**config.mk**
```make
export PLATFORM = sky130hd
export DESIGN_NAME = lpr_redirect_arbiter
export DESIGN_NICKNAME = d
export VERILOG_FILES = /design/src/rtl/lpr_pkg.sv /design/src/rtl/lpr_entry_bank.sv /design/src/rtl/lpr_pool_map.sv /design/src/rtl/lpr_lru_rank.sv /design/src/rtl/lpr_winner_sel.sv /design/src/rtl/lpr_redirect_arbiter.sv
export SDC_FILE = /design/constraint.sdc
export NUM_CORES = 1
export LEC_CHECK = 0
export BUFFER_PORTS_ARGS = -buffer_cell sky130_fd_sc_hd__buf_4
export CAP_MARGIN = 5
export CORE_ASPECT_RATIO = 1.2
export CORE_MARGIN = 3
export CORE_UTILIZATION = 50
export CTS_CLUSTER_SIZE = 8
export DETAILED_ROUTE_END_ITERATION = 16
export HOLD_SLACK_MARGIN = 0.15
export PLACE_DENSITY = 0.77
export SETUP_SLACK_MARGIN = 0.3
export SLEW_MARGIN = 20
export SYNTH_ARGS = -nofsm -noshare
export SYNTH_HDL_FRONTEND = slang
export SYNTH_SLANG_ARGS = --single-unit
```
**constraint.sdc**
```tcl
create_clock -name clk -period 21.5 [get_ports clk]
set_clock_uncertainty 0.05 [all_clocks]
set_input_delay 2.15 -clock clk [delete_from_list [all_inputs] [get_ports clk]]
set_output_delay 2.15 -clock clk [all_outputs]
set_load 0.1 [all_outputs]
```
**src/rtl/lpr_pkg.sv**
```systemverilog
`timescale 1ns/1ps
package lpr_pkg;
   localparam int PRIO_W = 4;
   localparam int LID_W  = 8;
   localparam int PID_W  = 8;
   localparam int BKT_W  = 2;

   typedef struct packed {
      logic              en;
      logic [PRIO_W-1:0] prio;
      logic [LID_W-1:0]  logid;
      logic [PID_W-1:0]  physid;
   } ent_t;

   typedef struct packed {
      logic [PRIO_W-1:0] l0;
      logic [PRIO_W-1:0] l1;
      logic [PRIO_W-1:0] l2;
   } lims_t;

   localparam lims_t LIMS_RST = '{l0: 4'd4, l1: 4'd8, l2: 4'd12};
endpackage

```
**src/rtl/lpr_entry_bank.sv**
```systemverilog
`timescale 1ns/1ps
module lpr_entry_bank
   import lpr_pkg::*;
#(
   parameter int N_ENT = 8,
   localparam int IDX_W = $clog2(N_ENT)
) (
   input  logic             clk,
   input  logic             rst_n,
   input  logic             wr_en,
   input  logic [IDX_W-1:0] wr_idx,
   input  ent_t             wr_data,
   input  logic             lim_wr,
   input  lims_t            lim_data,
   output ent_t             ents [N_ENT],
   output lims_t            lims
);
   for (genvar g = 0; g < N_ENT; g++) begin : g_ent
      always_ff @(posedge clk) begin
         if (!rst_n) begin
            ents[g] <= '0;
         end else if (wr_en && wr_idx == IDX_W'(g)) begin
            ents[g] <= wr_data;
         end
      end
   end

   always_ff @(posedge clk) begin
      if (!rst_n) begin
         lims <= LIMS_RST;
      end else if (lim_wr) begin
         lims <= lim_data;
      end
   end
endmodule

```
**src/rtl/lpr_pool_map.sv**
```systemverilog
`timescale 1ns/1ps
module lpr_pool_map
   import lpr_pkg::*;
#(
   parameter int N_ENT = 8
) (
   input  ent_t             ents [N_ENT],
   input  lims_t            lims,
   input  logic             flat,
   input  logic [LID_W-1:0] dest,
   output logic [BKT_W-1:0] bkt [N_ENT],
   output logic [N_ENT-1:0] member
);
   for (genvar g = 0; g < N_ENT; g++) begin : g_map
      always_comb begin
         if (ents[g].prio < lims.l0)      bkt[g] = 2'd0;
         else if (ents[g].prio < lims.l1) bkt[g] = 2'd1;
         else if (ents[g].prio < lims.l2) bkt[g] = 2'd2;
         else                             bkt[g] = 2'd3;
      end

      always_comb begin
         if (flat) member[g] = ents[g].en && (|(dest & ents[g].logid));
         else      member[g] = ents[g].en;
      end
   end
endmodule

```
**src/rtl/lpr_lru_rank.sv**
```systemverilog
`timescale 1ns/1ps
module lpr_lru_rank #(
   parameter int N_ENT = 8,
   localparam int IDX_W = $clog2(N_ENT)
) (
   input  logic             clk,
   input  logic             rst_n,
   input  logic             pick_en,
   input  logic [IDX_W-1:0] pick_idx,
   output logic [IDX_W-1:0] rank [N_ENT]
);
   logic [IDX_W-1:0] pick_rank;
   assign pick_rank = rank[pick_idx];

   for (genvar g = 0; g < N_ENT; g++) begin : g_rank
      always_ff @(posedge clk) begin
         if (!rst_n) begin
            rank[g] <= IDX_W'(g);
         end else if (pick_en) begin
            if (pick_idx == IDX_W'(g))     rank[g] <= IDX_W'(N_ENT - 1);
            else if (rank[g] > pick_rank)  rank[g] <= rank[g] - 1'b1;
         end
      end
   end
endmodule

```
**src/rtl/lpr_winner_sel.sv**
```systemverilog
`timescale 1ns/1ps
module lpr_winner_sel
   import lpr_pkg::*;
#(
   parameter int N_ENT = 8,
   localparam int IDX_W = $clog2(N_ENT),
   localparam int KEY_W = BKT_W + IDX_W
) (
   input  logic [N_ENT-1:0] member,
   input  logic [BKT_W-1:0] bkt  [N_ENT],
   input  logic [IDX_W-1:0] rank [N_ENT],
   output logic             any,
   output logic [IDX_W-1:0] win
);
   logic [KEY_W-1:0] best;

   always_comb begin
      any  = 1'b0;
      win  = '0;
      best = '1;
      for (int i = 0; i < N_ENT; i++) begin
         if (member[i] && (!any || {bkt[i], rank[i]} < best)) begin
            any  = 1'b1;
            best = {bkt[i], rank[i]};
            win  = IDX_W'(i);
         end
      end
   end
endmodule

```
**src/rtl/lpr_redirect_arbiter.sv**
```systemverilog
`timescale 1ns/1ps
module lpr_redirect_arbiter
   import lpr_pkg::*;
#(
   parameter int N_ENT = 8
) (
   input  logic                       clk,
   input  logic                       rst_n,
   input  logic                       upd_valid,
   input  logic [$clog2(N_ENT)-1:0]   upd_index,
   input  logic                       upd_enable,
   input  logic [3:0]                 upd_prio,
   input  logic [7:0]                 upd_logid,
   input  logic [7:0]                 upd_physid,
   input  logic                       lim_valid,
   input  logic [3:0]                 lim0_in,
   input  logic [3:0]                 lim1_in,
   input  logic [3:0]                 lim2_in,
   input  logic                       req_valid,
   output logic                       req_ready,
   input  logic                       req_hint,
   input  logic                       req_dmode,
   input  logic [7:0]                 req_dest,
   output logic                       res_valid,
   output logic                       res_hint,
   output logic                       res_dmode,
   output logic [7:0]                 res_dest,
   output logic [$clog2(N_ENT)-1:0]   res_index,
   output logic                       res_passthru
);
   localparam int IDX_W = $clog2(N_ENT);

   if (N_ENT < 2) begin : g_bad_n
      $error("lpr_redirect_arbiter: N_ENT must be at least 2");
   end
   if (PRIO_W != 4 || LID_W != 8 || PID_W != 8) begin : g_bad_w
      $error("lpr_redirect_arbiter: port widths disagree with package");
   end

   ent_t             ents [N_ENT];
   lims_t            lims;
   logic [BKT_W-1:0] bkt  [N_ENT];
   logic [IDX_W-1:0] rank [N_ENT];
   logic [N_ENT-1:0] member;
   logic             any;
   logic [IDX_W-1:0] win;
   logic             fire;
   logic             redirect;

   // Writes and requests never share a cycle: the serialization point.
   assign req_ready = !upd_valid && !lim_valid;
   assign fire      = req_valid && req_ready;
   assign redirect  = fire && req_hint && any;

   lpr_entry_bank #(.N_ENT(N_ENT)) u_bank (
      .clk      (clk),
      .rst_n    (rst_n),
      .wr_en    (upd_valid),
      .wr_idx   (upd_index),
      .wr_data  ('{en: upd_enable, prio: upd_prio, logid: upd_logid, physid: upd_physid}),
      .lim_wr   (lim_valid),
      .lim_data ('{l0: lim0_in, l1: lim1_in, l2: lim2_in}),
      .ents     (ents),
      .lims     (lims)
   );

   lpr_pool_map #(.N_ENT(N_ENT)) u_map (
      .ents   (ents),
      .lims   (lims),
      .flat   (req_dmode),
      .dest   (req_dest),
      .bkt    (bkt),
      .member (member)
   );

   lpr_lru_rank #(.N_ENT(N_ENT)) u_lru (
      .clk      (clk),
      .rst_n    (rst_n),
      .pick_en  (redirect),
      .pick_idx (win),
      .rank     (rank)
   );

   lpr_winner_sel #(.N_ENT(N_ENT)) u_sel (
      .member (member),
      .bkt    (bkt),
      .rank   (rank),
      .any    (any),
      .win    (win)
   );

   always_ff @(posedge clk) begin
      if (!rst_n) begin
         res_valid    <= 1'b0;
         res_hint     <= 1'b0;
         res_dmode    <= 1'b0;
         res_dest     <= '0;
         res_index    <= '0;
         res_passthru <= 1'b0;
      end else begin
         res_valid <= fire;
         if (fire) begin
            if (redirect) begin
               res_hint     <= 1'b0;
               res_dmode    <= 1'b0;
               res_dest     <= ents[win].physid;
               res_index    <= win;
               res_passthru <= 1'b0;
            end else begin
               res_hint     <= 1'b0;
               res_dmode    <= req_dmode;
               res_dest     <= req_dest;
               res_index    <= '0;
               res_passthru <= 1'b1;
            end
         end
      end
   end
endmodule

```
==> results of run 1 <==
cell type report:
cell class              count  area, sq um
inverters                  45        173.9
flip-flops and latches    218         4364
fillers                  2462        11590
clock buffers              34        787.0
well taps                 335        419.2
diodes                      1        2.502
multi-input cells        1346         8373
clock inverters             2        25.02
repair buffers             82        615.6
report_power, final:
group          internal (mW)  total [mW]  switching, mW
sequential             0.415       0.426         0.0103
clock                  0.253       0.426          0.173
combinational         0.0611       0.169          0.108
total                  0.730        1.02          0.291
critical path: cells and delay by family:
family / cells / cell delay, ps
AOI/OAI and AO/OA: 40 / 8710
adders and majority gates: 8 / 2470
buffers and inverters: 6 / 670
muxes: 2 / 550
and+or+nand+nor: 23 / 4720
flip-flops by register name, indices dropped and copies added, names as in the netlist:
register and cells:
u_bank.lims 12, res_valid 1, res_index 3, u_bank.ents 168
res_passthru 1, u_lru.rank 24, res_dmode 1, res_dest 8
final timing paths:
path	from	to	slack [ps]	cells past startpoint
worst max-delay path	req_dest[6]	u_lru.rank[0]$_SDFFE_PN1P_	2600	79
worst min-delay path	u_bank.ents[151]$_SDFFE_PN0P_	u_bank.ents[151]$_SDFFE_PN0P_	400	2
worst max register to register	u_bank.lims[5]$_SDFFE_PN0P_	u_lru.rank[0]$_SDFFE_PN1P_	3610	82
worst min register to register	u_bank.ents[151]$_SDFFE_PN0P_	u_bank.ents[151]$_SDFFE_PN0P_	400	2
per-layer routing:
layer / vias up / part of all wire
met5: - / 0
met3: 171 / 0.076
li1: 6117 / -
met1: 6117 / 0.39
met2: 611 / 0.47
met4: 0 / 0.063
cell usage after synthesis, types with 25 or more instances:
cell	instances	area [sq um]
a211oi_1	25	187.7
a21o_1	60	450.4
a21oi_1	228	1141
clkbuf_1	70	262.8
dfxtp_1	218	4364
ha_1	119	1489
inv_1	41	153.9
nand2_1	410	1539
nand2b_1	32	200.2
nand3_1	34	170.2
nor2_1	114	427.9
o21ai_0	36	180.2
kinds of logic (layout without fill, tap and decap cells):
| family | count (synthesis) | after routing | synth area share |
|---|---|---|---|
| fa+ha+maj | 122 | 122 | 0.1132 |
| compound gates | 516 | 516 | 0.2638 |
| flops | 218 | 218 | 0.3252 |
| mux | 38 | 38 | 0.03011 |
| simple gates | 669 | 669 | 0.2149 |
| other cells | 1 | 2 | 0.0002794 |
| buf+inv | 168 | 163 | 0.05249 |
==> out/results.tsv, run 1 <==
stage	metric	value	unit
setup_path	Worst EP arrival	19350	ps
grt	vias in the first global route	12600	
setup_path	CP max-delay cell	o21ai_0	
run	MaxCap Viol Count	0	
synthesis	register area share after synthesis	0.3252	
timing	fin crit period	18900	ps
cells_and_area	most frequent cells in the layout	nand2_1 (410), a21oi_1 (228), dfxtp_1 (218)	
placement	IO Port Bufs	65	
cts	H-tree depth	1	
grt	GR Util All Layers	0.2916	
routing	Detailed Routing Iterations Pass 1	6	
floorplanning	die area	28850	sq um
cells_and_area	P&R area growth vs syn	9.985	%
cts	CTS tree	built	
timing	fin crit share	0.8792	
power_and_ir_drop	Pwr Total	1.021	mW
synthesis	mapped cell area	13420	sq um
cells_and_area	Finished Core Util	0.5602	
routing	final wirelength	43050	um
synthesis	Ys Warns	0	
timing	RSZ-0062 raised after global routing	no	
placement	routability cong.	0.9205	
status	status	completed	
floorplanning	core area	26350	sq um
cells_and_area	Final Net Count	1894	
setup_path	Top cell by count, worst path	a21oi_1	
power_and_ir_drop	leakage power of the design	6.049	nW
synthesis	Cells after Synth	1732	
synthesis	Most used DFF post-synth	dfxtp_1	
placement	DP Area	13940	sq um
setup_path	highest cell delay on the worst timing path	870	ps
setup_path	largest fanout on the critical path	20	
synthesis	Async SR Flop Fraction	0	
grt	largest net degree at the start of global routing	106	
routing	# DRC	0	
floorplanning	height of the die	185.5	um
timing	fmax	52.90	MHz
cts	CTS Buf Count	31	
power_and_ir_drop	worst vdd ir	0.06449	mV
cells_and_area	commonest non-fill, non-tap cell in the layout	nand2_1	
grt	met2 Use GR	0.4931	
timing	Worst Tran Pin Value	1139	ps
synthesis	syn_nets	1902	
cells_and_area	fin cells	2063	
cts	CTS clk-pin slew, worst paths	50	ps
cts	root buffer cell	clkbuf_16	
timing	Rel. slew slack	0.2385	
setup_path	CP Data Required Time	21950	ps
cts	# resized after CTS	0	
synthesis	number of distinct library cells after synthesis	102	
cts	CTS max path bufs	3	
cells_and_area	layout cells sized above 1	0.1089	
placement	post-DP HPWL	29830	um
grt	initial antenna violation count	1	
placement	pre-CTS setup slack	2328	ps
cts	insertion delay to the later sink of the worst-skew pair	580	ps
timing	Max Slew Vio Count	0	
floorplanning	Die Span X	155.6	um
timing	Final Hold Viols	0	
setup_path	Setup crit end kind	flip-flop	
timing	worst hold slack	400.7	ps
routing	Final ANT Viol Nets	0	
setup_path	Critical Setup Path Class	in -> reg	
timing	final worst setup slack	2596	ps
grt	global route hottest layer	met2	
grt	first-pass GRT wire length	67740	um
synthesis	Synth Register Bits	218	
routing	Starting DRT DRC Count	1505	
setup_path	startpoint types	input port	
grt	gr ovfl total	0	
cts	CTS sink cnt	218	
cts	hold_buf cts	0	
hold_path	Hold WC Path Type	reg -> reg	
placement	DP Cell Count	2026	
floorplanning	# rows	65	
routing	Vias	13020	
routing	Via density	6.309	
floorplanning	Starting Density	0.5093	
timing	Setup violations, final	0	
floorplanning	# IOs	67	
synthesis	Post-synth EDFFs	0	
grt	GRT met1 Usage	0.3600	
cells_and_area	Post-Layout Inst Area	14760	sq um
power_and_ir_drop	pwr dens	69.15	nW/um^2
timing	setup TNS	0	ps
routing	routed len/inst	20.87	um
cts	post-CTS setup buffers	0	
synthesis	syn_area_per_cell	7.748	sq um
grt	met3 global-route usage	0.03023	
No activity file was read; power rests on OpenSTA's default activity.
==> run 2: changes to the inputs <==
- SYNTH_HIERARCHICAL: not set -> 1
==> run 2 against run 1 <==
  * Critical path depth down 12
  * Routed wire length down 16%
  * Combinational power down 14%
  * Register-to-register slack better by 1200 ps
  * Utilization up 0.82 points
  * Highest routed layer unchanged
  * Synthesized cell count down 15%
  * Largest power group unchanged
  * Clock power down 3%
==> out/results.tsv, run 2 <==
stage	metric	value	unit	change
grt	global route hottest layer	met2		unchanged
cells_and_area	layout cells sized above 1	0.1231		was 0.1089
grt	gr ovfl total	0		unchanged
floorplanning	die area	29340	sq um	was 28850 sq um
grt	vias in the first global route	11610		was 12600
timing	Worst Tran Pin Value	948.5	ps	was 1139 ps
synthesis	area leader, netlist	dfxtp_1		unchanged
setup_path	highest cell delay on the worst timing path	570	ps	was 870 ps
placement	DP Area	14310	sq um	was 13940 sq um
placement	DP Cell Count	1803		was 2026
run	MaxCap Viol Count	0		unchanged
floorplanning	Die Span X	156.9	um	was 155.6 um
routing	final wirelength	36160	um	was 43050 um
routing	# DRC	0		unchanged
placement	pre-CTS setup slack	3128	ps	was 2328 ps
synthesis	Synth Register Bits	218		unchanged
timing	fmax	55.50	MHz	was 52.90 MHz
setup_path	Critical Setup Path Class	in -> reg		unchanged
cells_and_area	Post-Layout Inst Area	15110	sq um	was 14760 sq um
routing	Vias	11410		was 13020
cells_and_area	Antenna diodes	0		was 1
timing	Setup violations, final	0		unchanged
cells_and_area	max FFs per register	168		unchanged
grt	met3 global-route usage	0.03009		was 0.03023
synthesis	Synth top area share	0.3196		was 0.3252
floorplanning	# rows	65		unchanged
cts	# resized after CTS	0		unchanged
cts	insertion delay to the later sink of the worst-skew pair	530	ps	was 580 ps
power_and_ir_drop	Psw	260.1	uW	was 290.7 uW
cts	CTS Buf Count	31		unchanged
synthesis	syn_nets	1643		was 1902
power_and_ir_drop	combinational share of power	0.149		was 0.165
grt	GR Util All Layers	0.2412		was 0.2916
cells_and_area	fin cells	1838		was 2063
synthesis	Post-synth EDFFs	0		unchanged
routing	routed len/inst	19.67	um	was 20.87 um
timing	Final Hold Viols	0		unchanged
synthesis	most frequent cell after synthesis	nand2_1		unchanged
cts	H-tree depth	1		unchanged
cts	CTS tree	built		unchanged
floorplanning	height of the die	187.0	um	was 185.5 um
power_and_ir_drop	sequential power share	0.430		was 0.417
placement	routability cong.	0.8899		was 0.9205
synthesis	synth cell count leaders	nand2_1 (248), dfxtp_1 (218), mux2i_1 (194), ha_1 (122), inv_1 (60)		was nand2_1 (410), a21oi_1 (228), dfxtp_1 (218), ha_1 (119), nor2_1 (114)
setup_path	Setup crit end kind	flip-flop		unchanged
hold_path	Hold WC Path Type	reg -> reg		unchanged
cts	post-CTS setup buffers	0		unchanged
cts	CTS sink cnt	218		unchanged
synthesis	mapped cell area	13660	sq um	was 13420 sq um
setup_path	largest fanout on the critical path	34		was 20
routing	Starting DRT DRC Count	730		was 1505
timing	Rel. slew slack	0.3620		was 0.2385
setup_path	startpoint types	input port		unchanged
power_and_ir_drop	Switching Share	0.2649		was 0.2849
cells_and_area	most frequent cells in the layout	nand2_1 (248), dfxtp_1 (218), mux2i_1 (194)		was nand2_1 (410), a21oi_1 (228), dfxtp_1 (218)
cells_and_area	Biggest register	u_bank/ents		was u_bank.ents
cts	CTS max path bufs	3		unchanged
synthesis	Ys Warns	6		was 0
grt	met2 Use GR	0.4199		was 0.4931
cells_and_area	top flop regs	u_bank/ents x168, u_lru/rank x24, u_bank/lims x12		was u_bank.ents x168, u_lru.rank x24, u_bank.lims x12
synthesis	Synth area leaders	dfxtp_1 (32%), mux2i_1 (14%), ha_1 (11%)		was dfxtp_1 (33%), nand2_1 (11%), ha_1 (11%)
cts	root buffer cell	clkbuf_16		unchanged
routing	Detailed Routing Iterations Pass 1	7		was 6
setup_path	CP delay by family, top	compound AO/OA/AOI/OAI gates		unchanged
routing	Via density	6.207		was 6.309
synthesis	number of distinct library cells after synthesis	96		was 102
cts	hold_buf cts	0		unchanged
timing	fin crit period	18020	ps	was 18900 ps
grt	largest net degree at the start of global routing	85		was 106
grt	initial antenna violation count	0		was 1
power_and_ir_drop	leakage power of the design	7.156	nW	was 6.049 nW
placement	post-DP HPWL	24860	um	was 29830 um
power_and_ir_drop	clock share of power	0.421		was 0.418
power_and_ir_drop	cell-internal power	722.0	uW	was 729.9 uW
floorplanning	core area	26590	sq um	was 26350 sq um
cts	CTS clk-pin slew, worst paths	50	ps	about the same
floorplanning	# IOs	67		unchanged
cells_and_area	P&R area growth vs syn	10.67	%	was 9.985%
synthesis	Cells after Synth	1470		was 1732
timing	fin crit share	0.8381		was 0.8792
cells_and_area	Final Net Count	1676		was 1894
routing	Final ANT Viol Nets	0		unchanged
cells_and_area	commonest non-fill, non-tap cell in the layout	nand2_1		unchanged
setup_path	Worst EP arrival	18390	ps	was 19350 ps
grt	first-pass GRT wire length	58560	um	was 67740 um
synthesis	register area share after synthesis	0.3196		was 0.3252
status	status	completed		unchanged
synthesis	syn_area_per_cell	9.290	sq um	was 7.748 sq um
timing	Max Slew Vio Count	0		unchanged
floorplanning	Starting Density	0.5135		was 0.5093
synthesis	Async SR Flop Fraction	0		unchanged
synthesis	Most used DFF post-synth	dfxtp_1		unchanged
setup_path	CP Data Required Time	21870	ps	was 21950 ps
power_and_ir_drop	pwr dens	64.98	nW/um^2	was 69.15 nW/um^2
setup_path	CP Buf/Inv Count	7		was 6
placement	IO Port Bufs	65		unchanged
setup_path	CP max-delay cell	mux4_2		was o21ai_0
power_and_ir_drop	worst vdd ir	0.06948	mV	was 0.06449 mV
timing	RSZ-0062 raised after global routing	no		unchanged
grt	GRT met1 Usage	0.2934		was 0.3600
timing	setup TNS	0	ps	unchanged
setup_path	Top cell by count, worst path	ha_1		was a21oi_1
timing	final worst setup slack	3480	ps	was 2596 ps
## run 2: cell types whose count changed after synthesis, sizes merged, moves of 12 or more
cell,previous run,this run
mux2i,19,194
o21a,1,21
mux4,0,22
nand2,410,248
a211oi,26,10
nor2,116,25
a222oi,20,8
and3,5,17
a21o,60,12
nor2b,5,31
inv,43,61
clkbuf,90,42
a21oi,232,53
## run 2: final cells by class
cell class | instances | area (sq um)
Tap cell | 335 | 419.2
Fill cell | 2231 | 11480
Multi-Input combinational cell | 1108 | 8685
Inverter | 61 | 229.0
Clock buffer | 32 | 779.5
Timing Repair Buffer | 83 | 630.6
Clock inverter | 1 | 7.507
Sequential cell | 218 | 4364
## run 2: per-stage QoR
| step | hold slack (ps) | total power, mW | utilization |
|---|---|---|---|
| after floorplan | 380.9 | 0.5356 | - |
| final | 404.7 | 0.9821 | 0.5683 |
| after CTS | 406.1 | 0.9856 | 0.5676 |
| after detailed placement | 399.1 | 0.5738 | 0.5380 |
| after global placement | 389.0 | 0.5685 | 0.5380 |
| after global routing | 421.4 | 1.019 | 0.5683 |
## run 2: worst register-to-register path, delay by kind of cell, from the launching register on
| kind | cells | cell delay (ps) |
|---|---|---|
| muxes | 8 | 2970 |
| DFF | 1 | 320 |
| and+or+nand+nor | 16 | 3350 |
| adders and majority gates | 9 | 2810 |
| AOI/OAI and AO/OA | 27 | 6140 |
| buffers and inverters | 6 | 930 |
## run 2: layer usage
| metal | vias up | share of wire |
|---|---|---|
| met5 | - | 0 |
| met4 | 0 | 0.041 |
| met3 | 102 | 0.054 |
| met2 | 358 | 0.50 |
| met1 | 5533 | 0.41 |
| li1 | 5416 | - |
## run 2: path summary, 6_finish.rpt
kind | start | endpoint | slack, ps | cells after the start
worst max register to register | u_bank/lims[10]$_SDFFE_PN1P_ | u_lru/rank[5]$_SDFFE_PN1P_ | 4830 | 66
worst min register to register | u_bank/ents[44]$_SDFFE_PN0P_ | u_bank/ents[44]$_SDFFE_PN0P_ | 400 | 2
worst max-delay path | req_dest[5] | u_lru/rank[5]$_SDFFE_PN1P_ | 3480 | 67
worst min-delay path | u_bank/ents[44]$_SDFFE_PN0P_ | u_bank/ents[44]$_SDFFE_PN0P_ | 400 | 2
## run 2: cells by family (layout without fill, tap and decap cells)
| family | Yosys count | count (layout) | synth area share |
|---|---|---|---|
| multiplexers | 227 | 227 | 0.1906 |
| XOR/XNOR | 2 | 2 | 0.001283 |
| adder cells (fa/ha/maj) | 123 | 123 | 0.1125 |
| AO/OA/AOI/OAI | 274 | 274 | 0.1481 |
| AND/OR/NAND/NOR | 481 | 481 | 0.1781 |
| flip-flops | 218 | 218 | 0.3196 |
| buffers and inverters | 144 | 177 | 0.04966 |
| other | 1 | 1 | 0.0002746 |
## run 2: power groups by stage
stage / sequential (mW) / combinational, mW / clock [mW]
final: 0.422 / 0.146 / 0.414
after global routing: 0.423 / 0.160 / 0.436
after CTS: 0.422 / 0.144 / 0.419
after detailed placement: 0.430 / 0.144 / 0
after global placement: 0.429 / 0.139 / 0
after floorplan: 0.432 / 0.103 / 0
